$ cat src/rtl/hostif_pkg.sv
package hostif_pkg;
  localparam int DW = 8;
  localparam int AW = 3;

  localparam logic [AW-1:0] A_DATA  = 3'b000;
  localparam logic [AW-1:0] A_SADDR = 3'b001;
  localparam logic [AW-1:0] A_CMD   = 3'b100;
  localparam logic [AW-1:0] A_BCNT  = 3'b101;
  localparam logic [AW-1:0] A_IACK  = 3'b110;

  localparam int CMD_GO    = 7;
  localparam int CMD_ABORT = 6;
  localparam int CMD_FAST  = 3;
  localparam int CMD_TXIE  = 1;
  localparam int CMD_RXIE  = 0;

  typedef struct packed {
    logic busy;
    logic err;
    logic abort_ack;
    logic lost_arb;
    logic done;
  } eng_state_t;

  function automatic logic [DW-1:0] pack_status(eng_state_t s, logic tx_empty, logic rx_full);
    return {s.busy, s.err, s.abort_ack, s.lost_arb, s.done, 1'b0, tx_empty, rx_full};
  endfunction

  function automatic logic [DW-1:0] read_sel(logic [AW-1:0] a, logic [DW-1:0] data,
                                             logic [DW-1:0] saddr, logic [DW-1:0] status,
                                             logic [DW-1:0] bcnt);
    case (a)
      A_DATA:  return data;
      A_SADDR: return saddr;
      A_CMD:   return status;
      A_BCNT:  return bcnt;
      default: return '0;
    endcase
  endfunction
endpackage

$ cat src/rtl/hostif_bus.sv
module hostif_bus #(
  parameter int COMMIT_EDGE = 3
) (
  input  logic clk,
  input  logic rst_n,
  input  logic cs_n,
  input  logic wr_n,
  output logic wr_commit,
  output logic rd_commit
);
  localparam int CW = $clog2(COMMIT_EDGE + 1);
  logic [CW-1:0] cnt_q;
  logic          at_edge;

  always_ff @(posedge clk) begin
    if (!rst_n || cs_n) cnt_q <= '0;
    else if (cnt_q != CW'(COMMIT_EDGE)) cnt_q <= cnt_q + 1'b1;
  end

  assign at_edge   = !cs_n && (cnt_q == CW'(COMMIT_EDGE - 1));
  assign wr_commit = at_edge && !wr_n;
  assign rd_commit = at_edge && wr_n;
endmodule

$ cat src/rtl/hostif_regs.sv
module hostif_regs
  import hostif_pkg::*;
(
  input  logic          clk,
  input  logic          rst_n,
  input  logic          wr_commit,
  input  logic [AW-1:0] addr,
  input  logic [DW-1:0] wdata,
  input  logic          rx_load,
  input  logic [DW-1:0] rx_byte,
  output logic [DW-1:0] databuf,
  output logic [DW-1:0] saddr,
  output logic [DW-1:0] bcnt,
  output logic          fast,
  output logic [1:0]    irq_en,
  output logic          go_pulse,
  output logic          abort_pulse,
  output logic          data_wr,
  output logic          iack
);
  logic cmd_wr;

  assign cmd_wr  = wr_commit && (addr == A_CMD);
  assign data_wr = wr_commit && (addr == A_DATA);
  assign iack    = wr_commit && (addr == A_IACK) && wdata[0];

  always_ff @(posedge clk) begin
    if (!rst_n) begin
      databuf <= '0;
      saddr   <= '0;
      bcnt    <= '0;
      fast    <= 1'b0;
      irq_en  <= '0;
    end else begin
      if (rx_load) databuf <= rx_byte;
      if (wr_commit) begin
        case (addr)
          A_DATA:  databuf <= wdata;
          A_SADDR: saddr   <= wdata;
          A_BCNT:  bcnt    <= wdata;
          A_CMD: begin
            fast   <= wdata[CMD_FAST];
            irq_en <= {wdata[CMD_TXIE], wdata[CMD_RXIE]};
          end
          default: ;
        endcase
      end
    end
  end

  always_ff @(posedge clk) begin
    if (!rst_n) begin
      go_pulse    <= 1'b0;
      abort_pulse <= 1'b0;
    end else begin
      go_pulse    <= cmd_wr && wdata[CMD_GO];
      abort_pulse <= cmd_wr && wdata[CMD_ABORT];
    end
  end
endmodule

$ cat src/rtl/hostif_irq.sv
module hostif_irq #(
  parameter int NSRC = 2
) (
  input  logic            clk,
  input  logic            rst_n,
  input  logic            data_wr,
  input  logic            data_rd,
  input  logic            tx_take,
  input  logic            rx_load,
  input  logic            iack,
  input  logic [NSRC-1:0] src_en,
  output logic            tx_empty,
  output logic            rx_full,
  output logic            raise,
  output logic            irq_n
);
  logic [NSRC-1:0] flags, cond, prev_q, rise;
  logic            pend_q;

  always_ff @(posedge clk) begin
    if (!rst_n)       tx_empty <= 1'b1;
    else if (data_wr) tx_empty <= 1'b0;
    else if (tx_take) tx_empty <= 1'b1;
  end

  always_ff @(posedge clk) begin
    if (!rst_n)       rx_full <= 1'b0;
    else if (rx_load) rx_full <= 1'b1;
    else if (data_rd) rx_full <= 1'b0;
  end

  assign flags = NSRC'({tx_empty, rx_full});

  for (genvar g = 0; g < NSRC; g++) begin : g_src
    assign cond[g] = flags[g] & src_en[g];
    always_ff @(posedge clk) begin
      if (!rst_n) prev_q[g] <= 1'b0;
      else        prev_q[g] <= cond[g];
    end
    assign rise[g] = cond[g] & ~prev_q[g];
  end

  assign raise = |rise;

  always_ff @(posedge clk) begin
    if (!rst_n)     pend_q <= 1'b0;
    else if (raise) pend_q <= 1'b1;
    else if (iack)  pend_q <= 1'b0;
  end

  assign irq_n = ~pend_q;
endmodule

$ cat src/rtl/hostif_top.sv
module hostif_top
  import hostif_pkg::*;
#(
  parameter int COMMIT_EDGE = 3
) (
  input  logic          clk,
  input  logic          rst_n,
  input  logic          cs_n,
  input  logic          wr_n,
  input  logic [AW-1:0] addr,
  input  logic [DW-1:0] wdata,
  output logic [DW-1:0] rdata,
  output logic          irq_n,
  output logic          eng_go,
  output logic          eng_abort,
  output logic          eng_fast,
  output logic [6:0]    eng_slave_addr,
  output logic          eng_rw,
  output logic [DW-1:0] eng_byte_cnt,
  output logic [DW-1:0] eng_tx_byte,
  input  logic          eng_tx_take,
  input  logic          eng_rx_load,
  input  logic [DW-1:0] eng_rx_byte,
  input  logic          eng_busy,
  input  logic          eng_error,
  input  logic          eng_abort_ack,
  input  logic          eng_lost_arb,
  input  logic          eng_done
);
  logic          wr_commit, rd_commit, data_wr, data_rd, iack, raise;
  logic          tx_empty, rx_full;
  logic [1:0]    irq_en;
  logic [DW-1:0] databuf, saddr, bcnt, status;
  eng_state_t    est;

  hostif_bus #(.COMMIT_EDGE(COMMIT_EDGE)) bus_i (
    .clk(clk), .rst_n(rst_n), .cs_n(cs_n), .wr_n(wr_n),
    .wr_commit(wr_commit), .rd_commit(rd_commit)
  );

  hostif_regs regs_i (
    .clk(clk), .rst_n(rst_n), .wr_commit(wr_commit), .addr(addr), .wdata(wdata),
    .rx_load(eng_rx_load), .rx_byte(eng_rx_byte),
    .databuf(databuf), .saddr(saddr), .bcnt(bcnt), .fast(eng_fast), .irq_en(irq_en),
    .go_pulse(eng_go), .abort_pulse(eng_abort), .data_wr(data_wr), .iack(iack)
  );

  assign data_rd = rd_commit && (addr == A_DATA);

  hostif_irq #(.NSRC(2)) irq_i (
    .clk(clk), .rst_n(rst_n), .data_wr(data_wr), .data_rd(data_rd),
    .tx_take(eng_tx_take), .rx_load(eng_rx_load), .iack(iack), .src_en(irq_en),
    .tx_empty(tx_empty), .rx_full(rx_full), .raise(raise), .irq_n(irq_n)
  );

  assign est    = '{busy: eng_busy, err: eng_error, abort_ack: eng_abort_ack,
                    lost_arb: eng_lost_arb, done: eng_done};
  assign status = pack_status(est, tx_empty, rx_full);
  assign rdata  = (!cs_n && wr_n) ? read_sel(addr, databuf, saddr, status, bcnt) : '0;

  assign eng_slave_addr = saddr[7:1];
  assign eng_rw         = saddr[0];
  assign eng_byte_cnt   = bcnt;
  assign eng_tx_byte    = databuf;
endmodule

$ cat config.mk
export PLATFORM = sky130hd
export DESIGN_NAME = hostif_top
export DESIGN_NICKNAME = d
export VERILOG_FILES = /design/src/rtl/hostif_pkg.sv /design/src/rtl/hostif_bus.sv /design/src/rtl/hostif_regs.sv /design/src/rtl/hostif_irq.sv /design/src/rtl/hostif_top.sv
export SDC_FILE = /design/constraint.sdc
export NUM_CORES = 1
export LEC_CHECK = 0
export BUFFER_PORTS_ARGS = -buffer_cell sky130_fd_sc_hd__buf_2
export CAP_MARGIN = 10
export CORE_MARGIN = 2
export CORE_UTILIZATION = 50
export CTS_BUF_LIST = sky130_fd_sc_hd__clkbuf_4 sky130_fd_sc_hd__clkbuf_8
export DETAILED_ROUTE_END_ITERATION = 10
export PLACE_DENSITY = 0.9
export RECOVER_POWER = 50
export SYNTH_ARGS = -nofsm -noshare
export SYNTH_HDL_FRONTEND = slang
export SYNTH_SLANG_ARGS = --single-unit
$ cat constraint.sdc
create_clock -name clk -period 3.05 [get_ports clk]
set_clock_uncertainty 0.05 [all_clocks]
set_input_delay 0.4575 -clock clk [delete_from_list [all_inputs] [get_ports clk]]
set_output_delay 0.4575 -clock clk [all_outputs]
set_load 0.1 [all_outputs]
### Word-level counts from Yosys, hierarchy flattened

Index checks and enable logic that the tools add are counted.

* register bits after elaboration: 36
* bits of input ports: 30
* output and inout port bits: 36
* word-level logic and storage cells: 61

* add/sub/neg operators: 1
* equal/unequal tests: 6
* muxes and demuxes: 11
* bitwise operators: 7
* reduce and logical (&&, ||, !) cells: 23

Operators by type and width (number)
* 8-bit 2-to-1 mux: 4
* 8-bit case mux with 4 select lines: 1
* 1-bit logical AND: 11
* 3-bit equality test (second input constant): 3
* 1-bit 2-to-1 mux: 6
* 2-bit AND reduction: 3
* 2-bit nonzero test: 3
* 1-bit bitwise AND: 4
* 3-bit by 1-bit equality test with 1-bit output (second input constant): 1
* 1-bit logical NOT: 3
* 3-bit logical NOT: 1
* 1-bit inverter: 3
* 2-bit by 1-bit adder with 2-bit output (second input constant): 1
* 2-bit equality test (second input constant): 1
* 2-bit != test (second input constant): 1
* 2-bit OR reduction: 1
* 1-bit logical OR: 1

### Logic depth before layout (Yosys ltp)

* depth in word-level cells: 7
* mapped depth: 6
* gate-level depth less buffers: 5

### By module

From an unflattened synthesis, not the netlist that was laid out.

* cell total of the unflattened synthesis: 183
* area total of the unflattened synthesis: 1783.0 µm²

By module, submodules not included
* hostif_regs: times used 1, cells an instance 118, area an instance 1203.7 µm², seq. area each 580.6 µm²
* hostif_top: times used 1, cells an instance 33, area an instance 271.5 µm², seq. area each 0.0 µm²
* hostif_irq: times used 1, cells an instance 19, area an instance 185.2 µm², seq. area each 100.1 µm²
* hostif_bus: times used 1, cells an instance 13, area an instance 122.6 µm², seq. area each 40.0 µm²

### Least setup slack after synthesis

Ideal clock, no wire load.

* path type: reg-to-output
* start: reg regs_i.saddr[1]
* end: out rdata[1]
* arrival: 2.705 ns
* data required time: 2.542 ns
* path slack: -0.163 ns
* cell stages (with the launch flop): 3
* buffers on the path: 0
* cell sequence: dfxtp_1 mux4_2 nor2b_1

* word-level cells in the longest chain between the ends: 2

Ends and longest elaborated chain
* start, declared: RTL line hostif_regs.sv:12 `output logic [DW-1:0] saddr,`
* start signal, assigned: RTL line hostif_regs.sv:39 `A_SADDR: saddr <= wdata;`
* 8-bit case mux with 4 select lines: RTL line hostif_pkg.sv:32 `case (a)`
* 8-bit 2-to-1 mux: RTL line hostif_top.sv:59 `assign rdata = (!cs_n && wr_n) ? read_sel(addr, databuf, saddr, status, bcnt) : '0;`
* end, declared: RTL line hostif_top.sv:12 `output logic [DW-1:0] rdata,`

Every way passes these cells.

### Final worst setup path

* start: in addr[1]
* end: out rdata[1]

* word-level cells in the longest chain between the ends: 3
* elaborated cells between the ends (all ways): 6
* classes of those cells: eq/ne (3); mux (2); reduce/logical (1)

Ends and longest elaborated chain
* start, declared: RTL line hostif_top.sv:10 `input logic [AW-1:0] addr,`
* 3-bit equality test (tied with other cells): RTL line hostif_pkg.sv:32
* 8-bit case mux with 4 select lines *: RTL line hostif_pkg.sv:32
* 8-bit 2-to-1 mux *: RTL line hostif_top.sv:59

Every way passes the cells marked *; elsewhere a longest branch is shown, timed or not.

==> results.py <==
metrics = {
    "status": {
        "status": "complete, but fails checks",
        "violations": "max-capacitance violations, max-slew violations",
    },
    "power_and_ir_drop": {
        "powerDensity_mw_per_mm2": 420.5,
        "power.leakage_nw": 1.036,
        "irDropWorstVdd_mv": 0.3031,
    },
    "clock_network": {
        "clk_pin_slew_worst_paths_ns": 0.10,
        "tritoncts.num_buffers": 5,
        "ctsHoldBuffers": 0,
        "cts_max_level": 2,
        "cts_setup_buffers": 0,
        "cts_resized": 0,
        "cts_tree": "yes",
        "clk_latency_ns": 0.34,
        "cts_num_sinks": 36,
        "cts_root_buffer": "clkbuf_4",
        "clockBufferDepth": 2,
    },
    "setup_path": {
        "cp-end-kind": "output pin",
        "crit_buf_inv": 2,
        "required_ns": 2.54,
        "cp_slowest_stage_delay_ns": 0.62,
        "cp_cell_sequence": "buf_2, or3b_1, nor2b_2, buf_2",
        "critPathArrivalTime_ns": 1.84,
        "crit_fanout": 8,
        "crit_top_cell": "buf_2",
        "cp-start-kind": "input port",
        "critPathSlowestCell": "or3b_1",
        "critPathKind": "input port to output pin",
        "critPathTopFamily": "simple AND/OR/NAND/NOR gates",
    },
    "sta": {
        "rsz0062_at_grt": "false",
        "max_slew_margin": -0.09680,
        "setup_viol": 0,
        "slew_viol_final": 44,
        "post-route-period-util": 0.7711,
        "fin_setup_tns_ns": 0,
        "post-route-min-period_ns": 2.352,
        "finalHoldViolations": 0,
        "max_freq_ghz": 0.4252,
        "tightest_slew_ns": 1.645,
    },
    "routing": {
        "via_per_inst": 5.129,
        "drc": 0,
        "postRouteAntennaNets": 0,
        "dr_total_vias": 1436,
        "wl_met2_um": 1924,
        "drt-total-wl_um": 3869,
        "wire_per_inst_um": 13.82,
        "drt-pass1-iter-count": 4,
        "drtIter0Drc": 47,
        "met1_length_um": 1667,
        "routed.top_layer": "met4",
        "wl_met3_um": 238,
    },
    "floorplan": {
        "dieHeight_um": 63.28,
        "die_x_um": 63.28,
        "core-area_mm2": 0.003363,
        "start_util": 0.5223,
        "dieArea_mm2": 0.004004,
        "ios": 66,
        "placementRows": 21,
    },
    "synth": {
        "synth-simple-area-share": 0.2087,
        "synth-seq-area-share": 0.4103,
        "synth_top_family_by_area": "multiplexers",
        "avgSynthCellArea_um2": 10.27,
        "yosysWarnings": 0,
        "synth_area_mm2": 0.001757,
        "synthCells": 171,
        "muxShareOfSynthArea": 0.3034,
        "synth.net_count": 203,
        "synth_cell_types": 31,
        "ys_ff_latch": 36,
        "synth_compound_area_frac": 0.02849,
        "synth_fa_ha_area_frac": 0.01425,
        "synth_xor_xnor_area_share": 0.004986,
    },
    "place": {
        "portBuffers": 65,
        "place.gp.congestion": 0.7952,
        "dpl.hpwl_um": 2808,
    },
    "cells_and_area": {
        "seq_area_um2": 720.7,
        "antennaDiodeCount": 0,
        "syn_to_final_growth_pct": 22.58,
        "multi_input_area_mm2": 0.001003,
        "finalNetCount": 265,
        "drive_above_1_share": 0.3547,
        "utilization": 0.6403,
        "fillCellCount": 306,
    },
    "global_routing": {
        "grt.overflow.total": 0,
        "grt_pass1_vias": 1359,
        "grt_pass1_wl_um": 6451,
        "track_usage": 0.2111,
        "antenna_found_initial": 0,
        "grt_max_degree": 44,
    },
    "run": {
        "drv_cap": 1,
    },
    "hold_path": {
        "min_path_type": "input port to flop",
    },
}
[cell usage after synthesis, drive strengths merged]
cell / number / area [um^2]
dfxtp: 36 / 720.7
nand4b: 1 / 23.77
inv: 2 / 7.510
nor4b: 1 / 15.01
or3b: 1 / 8.760
nor3b: 1 / 7.510
clkbuf: 8 / 30.03
buf: 2 / 15.01
nor3: 2 / 21.27
o31a: 1 / 8.760
nand2b: 2 / 12.51
nor2b: 7 / 43.79
nor2: 7 / 26.28
nand4bb: 1 / 11.26
nand2: 40 / 152.6
mux4: 7 / 161.4
and3: 4 / 25.02
o21a: 1 / 7.510
o22ai: 1 / 6.260
or3: 1 / 6.260
and4bb: 1 / 12.51
mux2: 9 / 101.4
a21oi: 3 / 15.01
o21ai: 1 / 5.000
ha: 2 / 25.02
a22oi: 1 / 7.510
mux2i: 27 / 270.3
xor2: 1 / 8.760
[worst paths after layout]
| path | start | endpoint | slack [ns] | depth (start not counted) |
|---|---|---|---|---|
| hold / removal | wdata[7] | regs_i.go_pulse | 0.31 | 2 |
| setup reg to reg | bus_i.cnt_q[0] | regs_i.databuf[3] | 1.27 | 5 |
| setup / recovery | addr[1] | rdata[1] | 0.70 | 4 |
| hold reg to reg | regs_i.fast | regs_i.fast | 0.42 | 2 |
[worst reg2reg max path, stage by stage, from the launching register on]
cell and delay [ns]:
dfxtp_1 0.35, inv_1 0.06, ha_1 0.25, nor4b_2 0.33, nand2_1 0.39, mux2i_1 0.22
[where the power goes]
group / leakage [nW] / switching [W] / total [W] / internal (W)
Combinational: 0.706 / 0.000106 / 0.000154 / 0.0000485
Sequential: 0.292 / 0.00000650 / 0.000485 / 0.000479
Clock: 0.0380 / 0.000156 / 0.000266 / 0.000110
[through the flow]
step	total power [W]	hold WS (ns)	area (um^2)	setup slack, ns	std cells
global placement	0.0006506	0.3994	2115	0.6984	272
detailed placement	0.0006525	0.4060	2115	0.6761	272
CTS	0.0009160	0.2997	2176	0.6750	280
global route	0.0009478	0.2887	2153	0.6373	280
finish	0.0009055	0.3080	2153	0.6981	280
floorplan	0.0006138	0.3973	1777	0.3665	171
[state kept, by name, summed over array words and instances, names as in the netlist, 2 cells and up]
name	cells
regs_i.bcnt	8
regs_i.databuf	8
regs_i.saddr	8
bus_i.cnt_q	2
irq_i.prev_q	2
regs_i.irq_en	2
[area by class of cell]
cell class                 count  share of cell area
timing repair buffer          65              0.1406
tap                           46             0.02673
clock inverter                 2            0.004648
inverter                       2            0.003486
sequential                    36              0.3347
multi-input combinational    123              0.4660
clock buffer                   6             0.02382
[placed cells by master, fill, tap and decap left out, types with 2 or more instances in the layout]
master and n:
a21oi_1 3, and3_1 4, buf_2 47, clkbuf_1 18, clkbuf_4 5, clkinv_2 2, dfxtp_1 36, ha_1 2
inv_1 2, mux2_2 9, mux2i_1 27, mux4_2 6, nand2_1 39, nand2b_1 2, nor2_1 6, nor2b_2 7
[cells by family (layout without fill, tap and decap cells)]
| family | after synthesis | after routing |
|---|---|---|
| AND/OR/NAND/NOR | 69 | 69 |
| flip-flops | 36 | 36 |
| AO/OA/AOI/OAI | 8 | 8 |
| adder cells (fa/ha/maj) | 2 | 2 |
| multiplexers | 43 | 43 |
| buffers and inverters | 12 | 75 |
| XOR/XNOR | 1 | 1 |
[metal layers]
metal	track usage	vias up
met2	0.3604	48
li1	-	719
met3	0.06607	6
met1	0.2554	663
met4	0.06250	0
met5	0	-
No activity file was read; power rests on OpenSTA's default activity.
